### src/rtl/epcfg_pkg.sv
package epcfg_pkg;

    typedef struct packed {
        logic       en;
        logic       dir_in;
        logic       dbl;
        logic       iso;
        logic [3:0] size;
    } ep_cfg_t;

    localparam int NEED_W = 24;

    // 16-bit words needed to hold n bytes
    function automatic logic [NEED_W-1:0] bytes_to_words(input logic [NEED_W-1:0] n);
        return (n + NEED_W'(1)) >> 1;
    endfunction

    // words reserved by one endpoint (ignores its enable bit)
    function automatic logic [NEED_W-1:0] reserve_words(input ep_cfg_t c);
        logic [NEED_W-1:0] nbytes;
        logic [NEED_W-1:0] w;
        nbytes = NEED_W'(8) << c.size;
        w      = bytes_to_words(nbytes);
        return c.dbl ? (w << 1) : w;
    endfunction

endpackage

### src/rtl/epcfg_cmd_dec.sv
module epcfg_cmd_dec #(
    parameter int         NUM_EP  = 16,
    parameter logic [7:0] WR_BASE = 8'h20,
    parameter logic [7:0] RD_BASE = 8'h30,
    localparam int        IDX_W   = $clog2(NUM_EP)
) (
    input  logic             cmd_valid,
    input  logic [7:0]       cmd_code,
    output logic             wr_hit,
    output logic             rd_hit,
    output logic [IDX_W-1:0] idx
);
    logic [8:0] wr_off;
    logic [8:0] rd_off;

    always_comb begin
        wr_off = {1'b0, cmd_code} - {1'b0, WR_BASE};
        rd_off = {1'b0, cmd_code} - {1'b0, RD_BASE};
        wr_hit = cmd_valid && (cmd_code >= WR_BASE) && (wr_off < 9'(NUM_EP));
        rd_hit = cmd_valid && (cmd_code >= RD_BASE) && (rd_off < 9'(NUM_EP));
        idx    = rd_hit ? rd_off[IDX_W-1:0] : wr_off[IDX_W-1:0];
    end
endmodule

### src/rtl/epcfg_regs.sv
module epcfg_regs
    import epcfg_pkg::*;
#(
    parameter int  NUM_EP = 16,
    localparam int IDX_W  = $clog2(NUM_EP)
) (
    input  logic                    clk,
    input  logic                    rst_n,
    input  logic                    wr_hit,
    input  logic                    rd_hit,
    input  logic [IDX_W-1:0]        idx,
    input  logic [7:0]              wr_byte,
    input  logic                    bus_reset,
    input  logic                    busy,
    input  logic                    alloc_last,
    output ep_cfg_t [NUM_EP-1:0]    cfg_o,
    output logic                    start_o,
    output logic                    inv_o,
    output logic [7:0]              rd_byte_o
);
    localparam logic [IDX_W-1:0] LAST = IDX_W'(NUM_EP - 1);

    typedef struct packed {
        ep_cfg_t [NUM_EP-1:0] cfg;
        logic [IDX_W-1:0]     seq;
        logic                 start;
        logic                 mapped;
        logic                 inv;
        logic [7:0]           rd;
    } regs_st_t;

    regs_st_t st_q, st_d;
    ep_cfg_t  old_c, new_c;
    logic [NUM_EP-1:0] en_vec;

    always_comb begin
        st_d       = st_q;
        st_d.start = 1'b0;
        old_c      = st_q.cfg[idx];
        new_c      = ep_cfg_t'(wr_byte);
        for (int i = 0; i < NUM_EP; i++) en_vec[i] = st_q.cfg[i].en;

        if (alloc_last) begin
            st_d.mapped = 1'b1;
            st_d.inv    = 1'b0;
        end
        if (rd_hit) st_d.rd = st_q.cfg[idx];

        if (bus_reset) begin
            for (int i = 0; i < NUM_EP; i++) st_d.cfg[i].en = 1'b0;
            st_d.seq = '0;
            if (st_q.mapped && (|en_vec)) st_d.inv = 1'b1;
            st_d.mapped = 1'b0;
        end else if (wr_hit && !busy && !st_q.start) begin
            st_d.cfg[idx] = new_c;
            if (st_q.mapped && (old_c.en || new_c.en) &&
                ({old_c.en, old_c.dbl, old_c.size} != {new_c.en, new_c.dbl, new_c.size}))
                st_d.inv = 1'b1;
            if (idx == st_q.seq) begin
                if (idx == LAST) begin
                    st_d.start = 1'b1;
                    st_d.seq   = '0;
                end else begin
                    st_d.seq = st_q.seq + 1'b1;
                end
            end else begin
                st_d.seq = (idx == '0) ? IDX_W'(1) : '0;
            end
        end
    end

    always_ff @(posedge clk or negedge rst_n) begin
        if (!rst_n) st_q <= '0;
        else        st_q <= st_d;
    end

    assign cfg_o     = st_q.cfg;
    assign start_o   = st_q.start;
    assign inv_o     = st_q.inv;
    assign rd_byte_o = st_q.rd;

    // writes while the allocator is pending or running leave the bytes alone
    assert_busy_write_ignored_R8: assert property (@(posedge clk) disable iff (!rst_n)
        (wr_hit && (busy || start_o) && !bus_reset) |=> $stable(cfg_o));

    // bus reset drops every enable bit
    assert_bus_reset_clears_en_R9: assert property (@(posedge clk) disable iff (!rst_n)
        bus_reset |=> (en_vec == '0));
endmodule

### src/rtl/epcfg_alloc.sv
module epcfg_alloc
    import epcfg_pkg::*;
#(
    parameter int  NUM_EP    = 16,
    parameter int  RAM_WORDS = 1024,
    localparam int IDX_W     = $clog2(NUM_EP),
    localparam int ADDR_W    = $clog2(RAM_WORDS),
    localparam int LEN_W     = ADDR_W + 1
) (
    input  logic                               clk,
    input  logic                               rst_n,
    input  logic                               start,
    input  logic                               bus_reset,
    input  ep_cfg_t [NUM_EP-1:0]               cfg_i,
    output logic                               busy_o,
    output logic                               last_o,
    output logic                               done_o,
    output logic                               ovf_o,
    output logic [NUM_EP-1:0]                  act_o,
    output logic [NUM_EP-1:0][ADDR_W-1:0]      base_o,
    output logic [NUM_EP-1:0][LEN_W-1:0]       len_o
);
    localparam logic [IDX_W-1:0] LAST = IDX_W'(NUM_EP - 1);
    localparam logic [NEED_W:0]  CAP  = (NEED_W+1)'(RAM_WORDS);

    typedef struct packed {
        logic                          busy;
        logic [IDX_W-1:0]              idx;
        logic [LEN_W-1:0]              acc;
        logic                          ovf;
        logic                          done;
        logic [NUM_EP-1:0]             act;
        logic [NUM_EP-1:0][ADDR_W-1:0] base;
        logic [NUM_EP-1:0][LEN_W-1:0]  len;
    } alloc_st_t;

    alloc_st_t         st_q, st_d;
    ep_cfg_t           cur;
    logic [NEED_W-1:0] need;
    logic [NEED_W:0]   sum;

    always_comb begin
        st_d      = st_q;
        st_d.done = 1'b0;
        cur       = cfg_i[st_q.idx];
        need      = reserve_words(cur);
        sum       = {1'b0, need} + (NEED_W+1)'(st_q.acc);

        if (bus_reset) begin
            st_d = '0;
        end else if (start) begin
            st_d      = '0;
            st_d.busy = 1'b1;
        end else if (st_q.busy) begin
            if (cur.en) begin
                if (sum <= CAP) begin
                    st_d.act[st_q.idx]  = 1'b1;
                    st_d.base[st_q.idx] = st_q.acc[ADDR_W-1:0];
                    st_d.len[st_q.idx]  = need[LEN_W-1:0];
                    st_d.acc            = sum[LEN_W-1:0];
                end else begin
                    st_d.ovf = 1'b1;
                end
            end
            if (st_q.idx == LAST) begin
                st_d.busy = 1'b0;
                st_d.done = 1'b1;
            end else begin
                st_d.idx = st_q.idx + 1'b1;
            end
        end
    end

    always_ff @(posedge clk or negedge rst_n) begin
        if (!rst_n) st_q <= '0;
        else        st_q <= st_d;
    end

    assign busy_o = st_q.busy;
    assign last_o = st_q.busy && (st_q.idx == LAST) && !bus_reset;
    assign done_o = st_q.done;
    assign ovf_o  = st_q.ovf;
    assign act_o  = st_q.act;
    assign base_o = st_q.base;
    assign len_o  = st_q.len;

    // completion is a single-cycle pulse
    assert_done_pulse_R6: assert property (@(posedge clk) disable iff (!rst_n)
        done_o |=> !done_o);

    for (genvar g = 0; g < NUM_EP; g++) begin : g_chk
        // a placed endpoint lies inside the buffer RAM
        assert_fits_ram_R7: assert property (@(posedge clk) disable iff (!rst_n)
            act_o[g] |-> ((LEN_W+1)'(base_o[g]) + (LEN_W+1)'(len_o[g]) <= (LEN_W+1)'(RAM_WORDS)));
        // an unplaced endpoint reports no space
        assert_idle_len_zero_R5: assert property (@(posedge clk) disable iff (!rst_n)
            !act_o[g] |-> (len_o[g] == '0 && base_o[g] == '0));
    end
endmodule

### src/rtl/ep_cfg_alloc.sv
module ep_cfg_alloc
    import epcfg_pkg::*;
#(
    parameter int         NUM_EP    = 16,
    parameter int         RAM_WORDS = 1024,
    parameter logic [7:0] WR_BASE   = 8'h20,
    parameter logic [7:0] RD_BASE   = 8'h30,
    localparam int        ADDR_W    = $clog2(RAM_WORDS),
    localparam int        LEN_W     = ADDR_W + 1
) (
    input  logic                       clk,
    input  logic                       rst_n,
    input  logic                       cmd_valid,
    input  logic [7:0]                 cmd_code,
    input  logic [15:0]                wr_data,
    output logic [15:0]                rd_data,
    input  logic                       bus_reset,
    output logic [NUM_EP-1:0]          ep_active,
    output logic [NUM_EP*ADDR_W-1:0]   ep_base,
    output logic [NUM_EP*LEN_W-1:0]    ep_len,
    output logic                       alloc_done,
    output logic                       alloc_overflow,
    output logic                       fifo_invalid
);
    localparam int IDX_W = $clog2(NUM_EP);

    logic                          wr_hit, rd_hit;
    logic [IDX_W-1:0]              idx;
    ep_cfg_t [NUM_EP-1:0]          cfg;
    logic                          start, busy, last;
    logic [7:0]                    rd_byte;
    logic [NUM_EP-1:0][ADDR_W-1:0] base;
    logic [NUM_EP-1:0][LEN_W-1:0]  len;

    epcfg_cmd_dec #(.NUM_EP(NUM_EP), .WR_BASE(WR_BASE), .RD_BASE(RD_BASE)) dec_i (
        .cmd_valid (cmd_valid),
        .cmd_code  (cmd_code),
        .wr_hit    (wr_hit),
        .rd_hit    (rd_hit),
        .idx       (idx)
    );

    epcfg_regs #(.NUM_EP(NUM_EP)) regs_i (
        .clk        (clk),
        .rst_n      (rst_n),
        .wr_hit     (wr_hit),
        .rd_hit     (rd_hit),
        .idx        (idx),
        .wr_byte    (wr_data[7:0]),
        .bus_reset  (bus_reset),
        .busy       (busy),
        .alloc_last (last),
        .cfg_o      (cfg),
        .start_o    (start),
        .inv_o      (fifo_invalid),
        .rd_byte_o  (rd_byte)
    );

    epcfg_alloc #(.NUM_EP(NUM_EP), .RAM_WORDS(RAM_WORDS)) alloc_i (
        .clk       (clk),
        .rst_n     (rst_n),
        .start     (start),
        .bus_reset (bus_reset),
        .cfg_i     (cfg),
        .busy_o    (busy),
        .last_o    (last),
        .done_o    (alloc_done),
        .ovf_o     (alloc_overflow),
        .act_o     (ep_active),
        .base_o    (base),
        .len_o     (len)
    );

    assign rd_data = {8'h00, rd_byte};

    for (genvar g = 0; g < NUM_EP; g++) begin : g_flat
        assign ep_base[g*ADDR_W +: ADDR_W] = base[g];
        assign ep_len[g*LEN_W +: LEN_W]    = len[g];
    end

    // a freshly completed map is never reported as invalid
    assert_invalid_clear_R10: assert property (@(posedge clk) disable iff (!rst_n)
        alloc_done |-> !fifo_invalid);
endmodule

### config.mk
export PLATFORM = sky130hd
export DESIGN_NAME = ep_cfg_alloc
export DESIGN_NICKNAME = d
export VERILOG_FILES = /design/src/rtl/epcfg_pkg.sv /design/src/rtl/epcfg_cmd_dec.sv /design/src/rtl/epcfg_regs.sv /design/src/rtl/epcfg_alloc.sv /design/src/rtl/ep_cfg_alloc.sv
export SDC_FILE = /design/constraint.sdc
export NUM_CORES = 1
export LEC_CHECK = 0
export BUFFER_PORTS_ARGS = -buffer_cell sky130_fd_sc_hd__buf_2
export CAP_MARGIN = 5
export CELL_PAD_IN_SITES_DETAIL_PLACEMENT = 1
export CELL_PAD_IN_SITES_GLOBAL_PLACEMENT = 2
export CORE_AREA = 2 2 271 273
export DETAILED_ROUTE_END_ITERATION = 8
export DIE_AREA = 0 0 273 275
export PLACE_DENSITY = 0.74
export RECOVER_POWER = 50
export REMOVE_ABC_BUFFERS = 1
export SYNTH_ARGS = -nofsm -noshare
export SYNTH_HDL_FRONTEND = slang
export SYNTH_HIERARCHICAL = 1
export SYNTH_SLANG_ARGS = --single-unit
### constraint.sdc
create_clock -name clk -period 4.6 [get_ports clk]
set_clock_uncertainty 0.15 [all_clocks]
set_input_delay 1.15 -clock clk [delete_from_list [all_inputs] [get_ports clk]]
set_output_delay 1.15 -clock clk [all_outputs]
set_load 0.01 [all_outputs]
---- Word level (Yosys, flattened, before mapping) ----
Cells that the tools add are included.
storage, ports and cells
  RAM bits ................................ 0
  memories ................................ 0
  input bits .............................. 28
  memory bits (read-only) ................. 0
  output and inout bits ................... 371
  logic and storage cells ................. 233
  bits in latches ......................... 0
  flip-flop bits (word level) ............. 513
cells by class
  multiply operators ...................... 0
  shifts and indexed selects .............. 1
  mux-type cells .......................... 58
  $lt $le $gt $ge ......................... 9
  div/mod/pow operators ................... 0
  $add $sub $neg .......................... 6
  reduce and logical (&&, ||, !) cells .... 28
  bitwise logic cells ..................... 2
  equal/unequal tests ..................... 6
operators by type and width
  kind                   count
  $mux 370               3
  $mux 352               2
  $bwmux 176             1
  $bwmux 160             1
  $mux 133               1
  $bwmux 128             1
  $bmux 8 s4             2
  $demux 11 s4           1
  $demux 10 s4           1
  $demux 8 s4            1
  $mux 1                 29
  $add 24x11->25         1
  $le 25x11->1 const B   1
  $add 24x1->24 const B  1
  $mux 24                1
  $mux 8                 3
  $shl 4x4->24 const A   1
  $mux 11                2
  $mux 4                 5
  $lt 9x5->1 const B     2
  $sub 8x6->9 const B    2
  $ge 8x6->1 const B     2
  $or 16x16->16          1
  $reduce_or 16->1       1
  20 further kinds       44

---- Longest topological paths before layout ----
  depth in word-level cells ............... 12
  depth in mapped cells ................... 21

---- Cells and area by module ----
The synthesis kept the hierarchy.
modules (own cells, without submodules)
  module         seq. area each (µm²)  cells an instance  area each (µm²)  instances
  epcfg_alloc    8007.7                1350               15914.0          1
  epcfg_regs     3578.4                694                8204.1           1
  epcfg_cmd_dec  0.0                   22                 143.9            1
  ep_cfg_alloc   0.0                   9                  63.8             1

---- Worst setup path before layout ----
No wires, ideal clock.
  kind .................................... register to register
  from .................................... register alloc_i/st_q[365] (netlist name)
  to ...................................... register alloc_i.st_q, in the netlist alloc_i/len_o[146]
  cell stages (with the launch flop) ...... 19
  path slack .............................. -0.502 ns
  data required time ...................... 4.371 ns
  buffers on the path ..................... 4
  setup time .............................. 0.079 ns
  arrival time ............................ 4.873 ns
  path through ............................ dfrtp_1 buf_6 buf_6 mux4_2 a221oi_4 nand3_1 nand3b_1 o21ai_0 ha_1 a21o_1 a21oi_1 a21boi_0 o2111a_1 a311oi_1 nor4b_4 buf_4 a31oi_2 buf_2 o2bb2ai_1
on the way
  word-level cells in the longest chain between the ends .. 11
  elaborated cells between the ends (all ways) .. 21
  those cells by class .................... add/sub: 2; order compare: 3; shift: 1; mux: 11; reduce/logical: 4
RTL lines
  element                                                                  line               RTL
  start: declaration                                                       epcfg_alloc.sv:37  alloc_st_t st_q, st_d;
  start signal: assignment                                                 epcfg_alloc.sv:76  else st_q <= st_d;
  parallel branches: the longest is 11 deep, another holds $add 24x11->25  --
Several ways; the timed one is not identified. The select of a mux whose other input is x is not followed.
A chain may end at the register's enable or synchronous reset.

---- Worst setup path after layout ----
  from .................................... register alloc_i/st_q[365] (netlist name)
  to ...................................... register alloc_i.st_q, in the netlist alloc_i/len_o[64]
Same word-level chain as after synthesis.

==> flow_metrics.env <==
export IMPL_p_sw_mw=2.21
export IMPL_critPathMaxFanout=8
export IMPL_core_area_um2=72300
export IMPL_critPathBufInv=8
export IMPL_dieArea_um2=75100
export IMPL_drtAntennaViolNets=0
export IMPL_dp_slack_ns=-0.824
export IMPL_vias_per_cell=5.16
export IMPL_crit_top_cell="buf_12"
export IMPL_place_gp_congestion=0.847
export IMPL_reg2reg_from="alloc_i/st_q[365]"
export IMPL_max_stage_delay_ns=0.56
export IMPL_grt_max_degree=84
export IMPL_synth_warnings=6
export IMPL_layout_commonest_cell="dfrtp_1"
export IMPL_cts_buffer_depth=3
export IMPL_cp_startpoint="alloc_i/st_q[365]"
export IMPL_maxSlewHeadroom=-0.573
export IMPL_fin_hold_ws_ns=0.332
export IMPL_num_vias=16600
export IMPL_cts_buffers=52
export IMPL_startpoint_type="flop"
export IMPL_worst_pin_slew_ns=2.36
export IMPL_crit_path_cell_trace="buf_12 > buf_16 > mux4_2 > a22oi_2 > nand2_4 > nor2_4 > nand3_4 > buf_6 > nor2_4 > ha_4 > fa_2 > a21o_1 > nand4_1 > and3b_1 > o2111a_1 > a311oi_2 > buf_4 > nor4b_4 > buf_6 > buf_12 > buf_12 > a31oi_4 > clkbuf_16 > o2bb2ai_1"
export IMPL_port_buffers=350
export IMPL_syn2layout_area_growth_pct=20.8
export IMPL_cts_root_buf="clkbuf_16"
export IMPL_netlist_instances=2043
export IMPL_cts_sinks=463
export IMPL_end_kind="flop"
export IMPL_grt_first_pass_wirelength_um=117000
export IMPL_path_delay_family="compound AO/OA/AOI/OAI gates"
export IMPL_layout_setup_ws_ns=-0.596
export IMPL_drive_gt1_frac=0.453
export IMPL_swShare=0.245
export IMPL_syn_area_um2=24100
export IMPL_die_h_um=275
export IMPL_ioPinCount=399
export IMPL_drc=0
export IMPL_cp_data_required_time_ns=4.99
export IMPL_p_leak_nw=14.2
export IMPL_fin_nets=2265
export IMPL_crit_slowest_cell="mux4_2"
export IMPL_num_rows=99
export IMPL_critPathKind="flop to flop"
export IMPL_seq_power_share=0.459
export IMPL_start_util=0.333
export IMPL_fmax_mhz=192
export IMPL_status="finished, violations left"
export IMPL_maxCapViolations=2
export IMPL_finalCritPeriodShare=1.13
export IMPL_track_usage=0.206
export IMPL_die_w_um=273
export IMPL_failed_checks="max-capacitance violations, max-slew violations, negative setup slack"
export IMPL_hp_class="flop to flop"
export IMPL_cts_tree="done"
export IMPL_clkPwrFrac=0.483
export IMPL_n_antenna_cell=0
export IMPL_slew_viol_final=157
export IMPL_syn_area_per_cell_um2=11.8
export IMPL_rsz0062_at_grt="true"
export IMPL_hpwlAfterDp_um=52600
export IMPL_peakVddDrop_mv=0.304
export IMPL_intPower_mw=6.79
export IMPL_setup_viol=311
export IMPL_wire_per_inst_um=25.3
export IMPL_cts_hold_buf=0
export IMPL_p_total_mw=9.00
export IMPL_dr_pass1_iters=5
export IMPL_clk_insertion_delay_late_ns=0.64
export IMPL_clkTransAtPathRegs_ns=0.06
export IMPL_drt_initial_drc_count=1021
export IMPL_h_tree_depth=2
export IMPL_grt_pass1_vias=17600
export IMPL_hp_start="regs_i/cfg_o[70]"
export IMPL_hold_viol=0
export IMPL_wirelength_um=81300
export IMPL_antenna_found_initial=3
export IMPL_final_cell_mix="462 x dfrtp_1, 350 x buf_2, 237 x buf_4"
export IMPL_combPwrFrac=0.059
export IMPL_cp_arrival_ns=5.59
export IMPL_grt_ovfl_total=0
export IMPL_rrSetupSlack_ns=-0.60
export IMPL_power_density_nw_per_um2=309
export IMPL_period_needed_ns=5.20
[sequential cells by signal, indices dropped and copies added (netlist names)]
name and flops:
alloc_i/busy_o 1, regs_i/st_q 5, regs_i/inv_o 1, alloc_i/act_o 16
alloc_i/done_o 1, regs_i/cfg_o 128, alloc_i/st_q 13, alloc_i/base_o 144
alloc_i/ovf_o 1, alloc_i/len_o 144, regs_i/start_o 1, regs_i/rd_byte_o 8
[worst reg2reg max path, stage by stage (launching register included)]
cell and delay [ns]:
dfrtp_2 0.44, buf_12 0.13, buf_16 0.13, mux4_2 0.56, a22oi_2 0.22, nand2_4 0.12, nor2_4 0.16, nand3_4 0.09
buf_6 0.14, nor2_4 0.11, ha_4 0.14, fa_2 0.20, a21o_1 0.21, nand4_1 0.20, and3b_1 0.24, o2111a_1 0.26
a311oi_2 0.30, buf_4 0.21, nor4b_4 0.05, buf_6 0.13, buf_12 0.14, buf_12 0.13, a31oi_4 0.31, clkbuf_16 0.25
o2bb2ai_1 0.11
[power by group through the flow]
stage / Sequential, mW / Combinational (mW) / Clock (mW)
3_5_place_dp: 4.20 / 0.495 / 0
5_1_grt: 4.13 / 0.576 / 4.60
6_report: 4.13 / 0.530 / 4.35
2_1_floorplan: 4.21 / 0.174 / 0
4_1_cts: 4.13 / 0.524 / 4.42
3_3_place_gp: 4.20 / 0.481 / 0
[path summary, 6_finish.rpt]
kind                                           to  cells after the start
worst max-delay path            alloc_i/len_o[64]                     24
worst min-delay path             regs_i/cfg_o[70]                      1
worst max register to register  alloc_i/len_o[64]                     24
worst min register to register   regs_i/cfg_o[70]                      1
max in group asynchronous       alloc_i/st_q[365]                      2
min in group asynchronous        regs_i/cfg_o[87]                      1
[layer usage]
metal  vias to the layer above  global-route usage  routed length, um
met5                         -                   0                 22
met4                         4              0.0716               2390
met3                       130              0.0533               5650
met2                       520               0.343              39800
met1                      8761               0.259              33400
li1                       7213                   -                  -
[area by class of cell]
type	instances	area, um^2
clock buffers	74	1520
clock inverters	23	265
fillers	7736	43200
inverters	16	60.1
multi-input cells	1009	9350
flip-flops and latches	463	11600
well taps	959	1200
repair buffers	676	5120
[through the flow]
stage               utilization  instances  instance area (um^2)  TNS [ns]
floorplan                     -       1487                 20100   -672.47
global placement          0.353       3054                 25500   -166.15
detailed placement        0.353       3054                 25500   -182.19
CTS                       0.394       3195                 28500   -115.25
global route              0.402       3220                 29100   -189.22
finish                    0.402       3220                 29100   -137.27
[timing repair]
action	in CTS	in global routing
resized for setup	137	69
setup buffers	37	21
setup endpoints to repair	313	314
pin swaps	34	34
cloned	9	5
(Power assumes the default switching activity.)
